$ cat src/rtl/calib_pkg.sv
package calib_pkg;
  typedef enum logic [1:0] {
    TRIM_NONE  = 2'd0,
    TRIM_SHORT = 2'd1,
    TRIM_LONG  = 2'd2
  } trim_e;
endpackage

$ cat src/rtl/ft_divider.sv
module ft_divider #(
  parameter int FT_W = 6
) (
  input  logic clk_i,
  input  logic rst_ni,
  input  logic stop_i,
  output logic ft_o
);
  logic [FT_W-1:0] raw_q;

  always_ff @(posedge clk_i or negedge rst_ni) begin
    if (!rst_ni)     raw_q <= '0;
    else if (stop_i) raw_q <= '0;
    else             raw_q <= raw_q + 1'b1;
  end

  assign ft_o = raw_q[FT_W-1];
endmodule

$ cat src/rtl/trim_sequencer.sv
module trim_sequencer
  import calib_pkg::*;
#(
  parameter int CAL_W       = 5,
  parameter int SEC_PER_MIN = 60
) (
  input  logic             clk_i,
  input  logic             rst_ni,
  input  logic             stop_i,
  input  logic             tick_i,
  input  logic [CAL_W-1:0] cal_mag_i,
  input  logic             cal_pos_i,
  output trim_e            trim_o,
  output logic             last_sec_o
);
  localparam int SEC_W = (SEC_PER_MIN > 1) ? $clog2(SEC_PER_MIN) : 1;
  localparam int MIN_W = CAL_W + 1;
  localparam logic [SEC_W-1:0] SEC_LAST = SEC_W'(SEC_PER_MIN - 1);

  logic [SEC_W-1:0] sec_q;
  logic [MIN_W-1:0] min_q;
  logic             affected;

  always_ff @(posedge clk_i or negedge rst_ni) begin
    if (!rst_ni) begin
      sec_q <= '0;
      min_q <= '0;
    end else if (stop_i) begin
      sec_q <= '0;
      min_q <= '0;
    end else if (tick_i) begin
      if (sec_q == SEC_LAST) begin
        sec_q <= '0;
        min_q <= min_q + 1'b1;
      end else begin
        sec_q <= sec_q + 1'b1;
      end
    end
  end

  // first 2N minutes of the window, first second only
  assign affected   = (sec_q == '0) && (min_q < {cal_mag_i, 1'b0});
  assign last_sec_o = (sec_q == SEC_LAST);

  always_comb begin
    trim_o = TRIM_NONE;
    if (affected) trim_o = cal_pos_i ? TRIM_SHORT : TRIM_LONG;
  end
endmodule

$ cat src/rtl/trim_divider.sv
module trim_divider
  import calib_pkg::*;
#(
  parameter int PRE_W  = 8,
  parameter int POST_W = 7
) (
  input  logic  clk_i,
  input  logic  rst_ni,
  input  logic  stop_i,
  input  trim_e trim_i,
  output logic  tick_o
);
  localparam int PRE_NORM = 1 << PRE_W;
  localparam int PRE_LONG = PRE_NORM + (PRE_NORM >> 1);
  localparam logic [PRE_W:0]    LIM_NORM = (PRE_W + 1)'(PRE_NORM - 1);
  localparam logic [PRE_W:0]    LIM_LONG = (PRE_W + 1)'(PRE_LONG - 1);
  localparam logic [POST_W-1:0] POST_MAX = '1;

  logic [PRE_W:0]    pre_q;
  logic [POST_W-1:0] post_q;
  logic              first_unit;
  logic              unit;
  logic [PRE_W:0]    pre_lim;
  logic [POST_W-1:0] step;

  assign first_unit = (post_q == '0);
  // negative trim: stretch the first divide-by-256 period by half
  assign pre_lim    = (trim_i == TRIM_LONG && first_unit) ? LIM_LONG : LIM_NORM;
  assign unit       = (pre_q == pre_lim);
  // positive trim: the first unit counts twice
  assign step       = (trim_i == TRIM_SHORT && first_unit) ? POST_W'(2) : POST_W'(1);

  always_ff @(posedge clk_i or negedge rst_ni) begin
    if (!rst_ni) begin
      pre_q  <= '0;
      post_q <= '0;
    end else if (stop_i) begin
      pre_q  <= '0;
      post_q <= '0;
    end else if (unit) begin
      pre_q  <= '0;
      post_q <= post_q + step;
    end else begin
      pre_q  <= pre_q + 1'b1;
    end
  end

  assign tick_o = unit && (post_q == POST_MAX);
endmodule

$ cat src/rtl/rtc_trim_calibrator.sv
module rtc_trim_calibrator
  import calib_pkg::*;
#(
  parameter int PRE_W       = 8,
  parameter int POST_W      = 7,
  parameter int CAL_W       = 5,
  parameter int SEC_PER_MIN = 60,
  parameter int FT_W        = 6
) (
  input  logic             clk_i,
  input  logic             rst_ni,
  input  logic             stop_i,
  input  logic [CAL_W-1:0] cal_mag_i,
  input  logic             cal_pos_i,
  output logic             tick_o,
  output logic             minute_o,
  output logic             ft_512_o
);
  trim_e trim;
  logic  tick;
  logic  last_sec;

  trim_divider #(.PRE_W(PRE_W), .POST_W(POST_W)) div_i (
    .clk_i (clk_i),
    .rst_ni(rst_ni),
    .stop_i(stop_i),
    .trim_i(trim),
    .tick_o(tick)
  );

  trim_sequencer #(.CAL_W(CAL_W), .SEC_PER_MIN(SEC_PER_MIN)) seq_i (
    .clk_i     (clk_i),
    .rst_ni    (rst_ni),
    .stop_i    (stop_i),
    .tick_i    (tick),
    .cal_mag_i (cal_mag_i),
    .cal_pos_i (cal_pos_i),
    .trim_o    (trim),
    .last_sec_o(last_sec)
  );

  ft_divider #(.FT_W(FT_W)) ft_i (
    .clk_i (clk_i),
    .rst_ni(rst_ni),
    .stop_i(stop_i),
    .ft_o  (ft_512_o)
  );

  assign tick_o   = tick;
  assign minute_o = tick && last_sec;
endmodule

$ cat config.mk
export PLATFORM = sky130hd
export DESIGN_NAME = rtc_trim_calibrator
export DESIGN_NICKNAME = d
export VERILOG_FILES = /design/src/rtl/calib_pkg.sv /design/src/rtl/ft_divider.sv /design/src/rtl/trim_sequencer.sv /design/src/rtl/trim_divider.sv /design/src/rtl/rtc_trim_calibrator.sv
export SDC_FILE = /design/constraint.sdc
export NUM_CORES = 1
export LEC_CHECK = 0
export BUFFER_PORTS_ARGS = -buffer_cell sky130_fd_sc_hd__buf_2
export CAP_MARGIN = 10
export CORE_MARGIN = 4
export CORE_UTILIZATION = 48
export CTS_CLUSTER_SIZE = 28
export DETAILED_ROUTE_END_ITERATION = 8
export PLACE_DENSITY = 0.61
export SLEW_MARGIN = 30
export SYNTH_ARGS = -nofsm -noshare
export SYNTH_HDL_FRONTEND = slang
export SYNTH_SLANG_ARGS = --single-unit
$ cat constraint.sdc
create_clock -name clk_i -period 3.3 [get_ports clk_i]
set_input_delay 0.33 -clock clk_i [delete_from_list [all_inputs] [get_ports clk_i]]
set_output_delay 0.33 -clock clk_i [all_outputs]
set_load 0.05 [all_outputs]
==> reports/results.tsv, run 1 <==
stage	metric	value	unit
worst_setup_path	CP startpoint kind	flop	
route	Antenna Nets Post-Route	0	
power	Tot Pwr	0.767	mW
worst_setup_path	CP Max Fanout	5	
logic_synthesis	Avg Synthesized Cell Area	9.41	um^2
logic_synthesis	Seq/Total Area, Yosys	38.3	%
route	1st-iter DRT viols	124	
finish	FILL cells	408	
worst_setup_path	Crit-path slowest cell	or4b_2	
die	row count	24	
power	PD cells	321	nW/um^2
route	drt wl/cell	15.3	um
logic_synthesis	Mapped Cells	236	
clock_tree	Num CTS Buffers	5	
die	Initial Utilization	50.3	%
finish	multi-input logic area	1270	um^2
grt	largest net degree at the start of global routing	47	
logic_synthesis	synth cell count leaders	dfrtp_1, nor2_1, nand2_1, nor2b_1, nand4_1	
finish	Finished Core Util	54.1	%
clock_tree	Clk pin slew, worst setup/hold paths	0.07	ns
sta	Max Clk Rate	326	MHz
sta	Relative slew margins	46.6	%
grt	number of global-route vias before repair	1631	
place	GP Congestion	0.763	
sta	unrepaired setup endpoints after global routing	false	
sta	total negative slack	0	ns
clock_tree	CTS tree	yes	
grt	first-pass GRT wire length	7870	um
worst_setup_path	worst path arrival time	3.23	ns
clock_tree	Post-CTS Setup Bufs	0	
finish	Reg area	851	um^2
sta	Slew @ Worst Pin	0.801	ns
logic_synthesis	primary flip-flop cell chosen by synthesis mapping	dfrtp_1	
clock_tree	Longest Clk Path Bufs	2	
logic_synthesis	complex-gate fraction of the synthesized area	11.4	%
finish	Area Growth Syn to Fin	7.55	%
route	WL final	4560	um
clock_tree	clock sinks	34	
logic_synthesis	Synth Area in Simple Gates	27.6	%
worst_setup_path	RR Startpoint	seq_i.min_q[3]	
worst_setup_path	CP endpoint kind	flop	
flow_run	max-cap viol count	0	
logic_synthesis	Cell variety after synth	49	
clock_tree	PostCTS Resize Cnt	0	
worst_setup_path	Max stage delay on crit path	0.63	ns
grt	GRT Total Usage	16.4	%
worst_setup_path	R2R depth	11	
place	number of I/O port buffers	11	
sta	Setup Viol. Count Final	0	
finish	Post-Layout Cell Count	298	
logic_synthesis	Synth Area in Adders	7.10	%
logic_synthesis	cell taking the most area after synthesis	dfrtp_1	
sta	Hold Vio Cnt, Final	0	
worst_setup_path	Worst Path Required	3.46	ns
worst_setup_path	critical path cell sequence	ha_1, nand2_1, o21ai_0, a21oi_1, nand2_1, inv_1, ha_1, a21oi_1, or4b_2, a31oi_1, mux2_2	
die	die span in x	76.0	um
logic_synthesis	number of synthesized flops with an enable pin	0	
route	routed vias/inst	5.75	
logic_synthesis	top-area cell type share of the netlist area	38.3	%
logic_synthesis	post-synthesis register bit count	34	
worst_setup_path	Setup CP Type	flop to flop	
logic_synthesis	largest family of logic cells by synthesized area	simple AND/OR/NAND/NOR gates	
route	Vias	1714	
finish	ANT cells	0	
logic_synthesis	synth top area cells	dfrtp_1, ha_1, mux2_2	
sta	hold slack	0.117	ns
route	drt drc	0	
grt	initial antenna violation count	0	
clock_tree	Skew-Pair Late Insertion Delay	0.28	ns
clock_tree	CTS H-Tree Depth	2	
sta	skew final	0.00537	ns
logic_synthesis	post-synthesis mux area share	7.38	%
place	placed cells	291	
worst_setup_path	reg-to-reg slack, setup	0.23	ns
grt	total grt overflow	0	
route	drt first pass iters	4	
finish	Final nets	267	
die	I/O pin cnt	12	
sta	Final period util	93.0	%
die	die area	5780	um^2
logic_synthesis	most common cell in the netlist	dfrtp_1	
worst_setup_path	r2r endpoint	div_i.post_q[5]	
power	P_leak	1.03	nW
clock_tree	clock root buffer	clkbuf_8	
logic_synthesis	ys async rst share	100	%
logic_synthesis	yosys warns	0	
die	total core area	4410	um^2
place	HPWL after DPL	3150	um
sta	Max Slew Vio Count	0	
power	worst vdd ir	0.186	mV
clock_tree	# hold bufs at CTS	0	
hold_path	Hold Crit Class	primary input to async pin	
outcome	status	completed	
logic_synthesis	syn_nets	257	
finish	layout cells sized above 1	16.7	%
logic_synthesis	area of the mapped netlist	2220	um^2
logic_synthesis	xor/xnor cell area share of the yosys netlist	3.94	%
sta	minimum clock period	3.07	ns
die	Die Y	76.0	um
metrics by stage:
step	area, um^2	setup WS [ns]
3_3_place_gp	2310	0.287
4_1_cts	2390	0.227
2_1_floorplan	2220	0.464
5_1_grt	2390	0.0537
6_report	2390	0.231
3_5_place_dp	2310	0.259
per-layer routing:
metal  part of all wire [%]  global-route usage (%)  vias up
met2                     46                    24.4       23
met4                   0.79                    4.27        0
li1                       -                       -      866
met3                    2.4                    3.78        6
met1                     50                    23.8      819
met5                      0                       0        -
cell type report:
class,instances,area share [%]
Multi-Input combinational cell,180,53.4
Sequential cell,34,35.6
Inverter,11,1.73
Timing Repair Buffer,14,3.25
Clock buffer,5,2.88
Tap cell,52,2.72
Clock inverter,2,0.419
sequential cells by signal, summed over array words and instances, names as in the netlist:
| name | flops |
|---|---|
| div_i.post_q | 7 |
| div_i.pre_q | 9 |
| ft_i.raw_q | 6 |
| seq_i.min_q | 6 |
| seq_i.sec_q | 6 |
cells in the final DEF, fill, tap and decap left out, types with 2 or more instances in the layout:
cell and n:
ha_1 11, nand3_1 9, dfrtp_1 34, buf_4 3
and2_1 2, inv_1 10, nor2b_1 17, and3_1 2
a21oi_1 5, mux2_2 10, a211oi_1 3, or3b_2 2
a31oi_1 8, a311oi_1 3, mux2i_1 4, nand4_1 12
nor4_1 3, or3_1 4, nor2_1 23, clkbuf_8 5
nand2_1 18, o21ai_0 2, nor3b_1 2, clkinv_2 2
xor2_1 7, buf_2 11, o211ai_1 4, nor3_1 4
xnor2_1 3, a2bb2oi_1 2, or4_1 3
worst max-delay path by stage:
stage / depth (start not counted) / endpoint / slack (ns) / from
final: 11 / div_i.post_q[5] / 0.23 / seq_i.min_q[3]
after global routing: 11 / div_i.post_q[5] / 0.05 / seq_i.min_q[2]
after CTS: 7 / tick_o / 0.23 / seq_i.min_q[5]
after floorplan: 11 / div_i.post_q[5] / 0.46 / seq_i.min_q[3]
after detailed placement: 13 / div_i.post_q[5] / 0.26 / cal_mag_i[2]
after global placement: 13 / div_i.post_q[5] / 0.29 / cal_mag_i[2]
critical path: cells and delay by family, from the launching register on:
kind,cells,cell delay [ns]
AND/OR/NAND/NOR,3,0.83
AO/OA/AOI/OAI,4,0.70
adder cells (fa/ha/maj),2,0.57
flip-flops,1,0.43
multiplexers,1,0.35
buffers and inverters,1,0.06
cell families (layout without fill, tap and decap cells):
| kind of cell | count (synthesis) | in the layout |
|---|---|---|
| adder cells (fa/ha/maj) | 12 | 12 |
| flip-flops | 34 | 34 |
| AND/OR/NAND/NOR | 110 | 110 |
| AO/OA/AOI/OAI | 33 | 33 |
| XOR/XNOR | 10 | 10 |
| buffers and inverters | 22 | 32 |
| multiplexers | 15 | 15 |
where the power goes:
group	switching (mW)	internal, mW
sequential	0.00611	0.423
combinational	0.0306	0.0156
clock	0.150	0.142
Note: power is estimated with default switching activity, not from simulation.
==> inputs of run 2 (changes only) <==
- BUFFER_PORTS_ARGS: -buffer_cell sky130_fd_sc_hd__buf_2 -> not set
- DONT_BUFFER_PORTS: not set -> 1
- PLACE_DENSITY: 0.61 -> 0.59
==> run 2 against run 1 <==
Non-clock buffer count down 7. Combinational power decreased by 17%. Via count rose by 2.6%. Setup slack gained 0.028 ns. Highest routed layer unchanged. Largest cell class unchanged.
==> reports/results.tsv, run 2 (synthesis gave the netlist of run 1 again) <==
stage	metric	value	unit	change
outcome	status	completed		
worst_setup_path	worst path arrival time	2.71	ns	-0.52 ns
hold_path	hold path startpoint	stop_i		
place	HPWL after DPL	3290	um	+4.5%
route	drt wl/cell	16.2	um	+5.8%
die	Initial Utilization	50.3	%	unchanged
flow_run	max-cap viol count	0		unchanged
worst_setup_path	CP endpoint kind	output pin		
grt	total grt overflow	0		unchanged
power	register share of total power	54.4	%	-1.5 points
finish	Biggest register	div_i.pre_q		
power	Switching Share	23.0	%	-1.4 points
route	Antenna Nets Post-Route	0		unchanged
power	Comb pwr share	4.8	%	-1.2 points
finish	layout cells sized above 1	13.8	%	-2.9 points
die	I/O pin cnt	12		unchanged
clock_tree	CTS tree	yes		
power	P_leak	1.01	nW	-1.9%
sta	Hold Vio Cnt, Final	0		unchanged
sta	final worst slack	0.259	ns	+0.0281 ns
worst_setup_path	Worst Path Required	2.97	ns	-0.49 ns
route	Vias	1758		+2.6%
die	die span in x	76.0	um	unchanged
grt	GRT Total Usage	17.0	%	+0.59 points
die	die area	5780	um^2	unchanged
sta	skew final	0.00411	ns	-0.00126 ns
clock_tree	clock sinks	34		unchanged
finish	Reg area	851	um^2	unchanged
route	routed vias/inst	6.02		+4.7%
finish	ANT cells	0		unchanged
power	worst vdd ir	0.178	mV	-4.5%
clock_tree	Num CTS Buffers	5		unchanged
place	Setup WS pre-CTS	0.250	ns	-0.00905 ns
worst_setup_path	CP Max Fanout	11		+6
clock_tree	Longest Clk Path Bufs	2		unchanged
power	Clock power frac	40.8	%	+2.7 points
route	drt drc	0		unchanged
sta	Max Clk Rate	329	MHz	+0.92%
hold_path	Hold Crit Class	primary input to flop		
sta	Max Slew Vio Count	0		unchanged
sta	total negative slack	0	ns	unchanged
worst_setup_path	Crit path buffers/inverters	2		+1
place	GP Congestion	0.769		+0.75%
worst_setup_path	RR Startpoint	seq_i.min_q[3]		
clock_tree	CTS H-Tree Depth	2		unchanged
worst_setup_path	Max stage delay on crit path	0.61	ns	-0.02 ns
clock_tree	clock root buffer	clkbuf_8		
worst_setup_path	CP startpoint kind	flop		
finish	Largest register FFs	9		unchanged
finish	commonest non-fill, non-tap cell in the layout	dfrtp_1		
sta	unrepaired setup endpoints after global routing	false		
power	Tot Pwr	0.788	mW	+2.8%
clock_tree	Skew-Pair Late Insertion Delay	0.28	ns	about the same
finish	largest registers	div_i.pre_q (9), div_i.post_q (7)		
grt	first-pass GRT wire length	8140	um	+3.4%
finish	FILL cells	407		-0.25%
route	drt first pass iters	6		+2
sta	Final period util	92.2	%	-0.85 points
finish	multi-input logic area	1270	um^2	unchanged
worst_setup_path	CP top delay family	compound AO/OA/AOI/OAI gates		
grt	number of global-route vias before repair	1808		+11%
finish	most frequent cells in the layout	dfrtp_1, nor2_1, nand2_1		
sta	minimum clock period	3.04	ns	-0.0281 ns
finish	Final nets	260		-2.6%
power	sw power	0.181	mW	-3.0%
worst_setup_path	Crit path top cell by count	inv_1		
place	number of I/O port buffers	0		-11
finish	Area Growth Syn to Fin	7.66	%	
die	row count	24		unchanged
worst_setup_path	critical path cell sequence	inv_1, ha_1, nor3b_1, nand4_1, a2111o_1, a31o_2, inv_1		
worst_setup_path	Setup CP Type	flop to output pin		
power	PD cells	330	nW/um^2	+2.7%
grt	initial antenna violation count	0		unchanged
power	Power Internal	0.607	mW	+4.7%
worst_setup_path	Crit. Startpoint	seq_i.sec_q[0]		
route	WL final	4730	um	+3.7%
clock_tree	Clk pin slew, worst setup/hold paths	0.07	ns	about the same
grt	largest net degree at the start of global routing	47		unchanged
die	Die Y	76.0	um	unchanged
worst_setup_path	Crit-path slowest cell	a2111o_1		
sta	Relative slew margins	54.4	%	+7.8 points
sta	Slew @ Worst Pin	0.681	ns	-0.120 ns
route	1st-iter DRT viols	135		+8.9%
sta	Setup Viol. Count Final	0		unchanged
die	total core area	4410	um^2	unchanged
-- run 2: path summary, 6_finish.rpt --
check	end	slack, ns	depth (start not counted)
worst max-delay path	tick_o	0.26	7
worst min-delay path	ft_i.raw_q[0]	0.10	1
worst max register to register	div_i.post_q[5]	0.34	11
worst min register to register	ft_i.raw_q[0]	0.45	1
max in group asynchronous	seq_i.sec_q[3]	2.63	2
min in group asynchronous	div_i.pre_q[0]	0.50	2
-- run 2: power by group through the flow --
| stage | sequential [mW] | combinational (mW) | clock [mW] |
|---|---|---|---|
| after floorplan | 0.435 | 0.0283 | 0 |
| after global placement | 0.436 | 0.0251 | 0 |
| after detailed placement | 0.437 | 0.0262 | 0 |
| after CTS | 0.428 | 0.0394 | 0.330 |
| after global routing | 0.429 | 0.0450 | 0.349 |
| final | 0.429 | 0.0381 | 0.322 |
-- run 2: metrics by stage --
| stage | instances | instance area, um^2 | utilization [%] | hold slack, ns |
|---|---|---|---|---|
| after detailed placement | 282 | 2270 | 51.4 | 0.0354 |
| final | 292 | 2390 | 54.2 | 0.104 |
| after CTS | 292 | 2390 | 54.2 | 0.0965 |
| after global placement | 282 | 2270 | 51.4 | 0.0355 |
| after global routing | 292 | 2390 | 54.2 | 0.0827 |
| after floorplan | 236 | 2220 | - | 0.0344 |
-- run 2: layout make-up --
class	instances	share of cell area [%]
Multi-Input combinational cell	180	53.3
Sequential cell	34	35.6
Clock buffer	7	3.61
Timing Repair Buffer	7	2.83
Tap cell	52	2.72
Inverter	11	1.73
Clock inverter	1	0.209
-- run 2: metal layers --
metal	up-vias	global-route usage [%]	wire length, um
met5	-	0	0
met4	0	6.23	50
met1	859	21.4	2210
li1	864	-	-
met3	7	3.90	140
met2	28	28.2	2330
-- run 2: what timing repair did --
| action | CTS | global route |
|---|---|---|
| endpoints found under the hold margin | 34 | 0 |
| setup endpoints to repair | 0 | 1 |
| setup buffers | 0 | 0 |
| resized for setup | 0 | 1 |
| hold buffers | 2 | 0 |
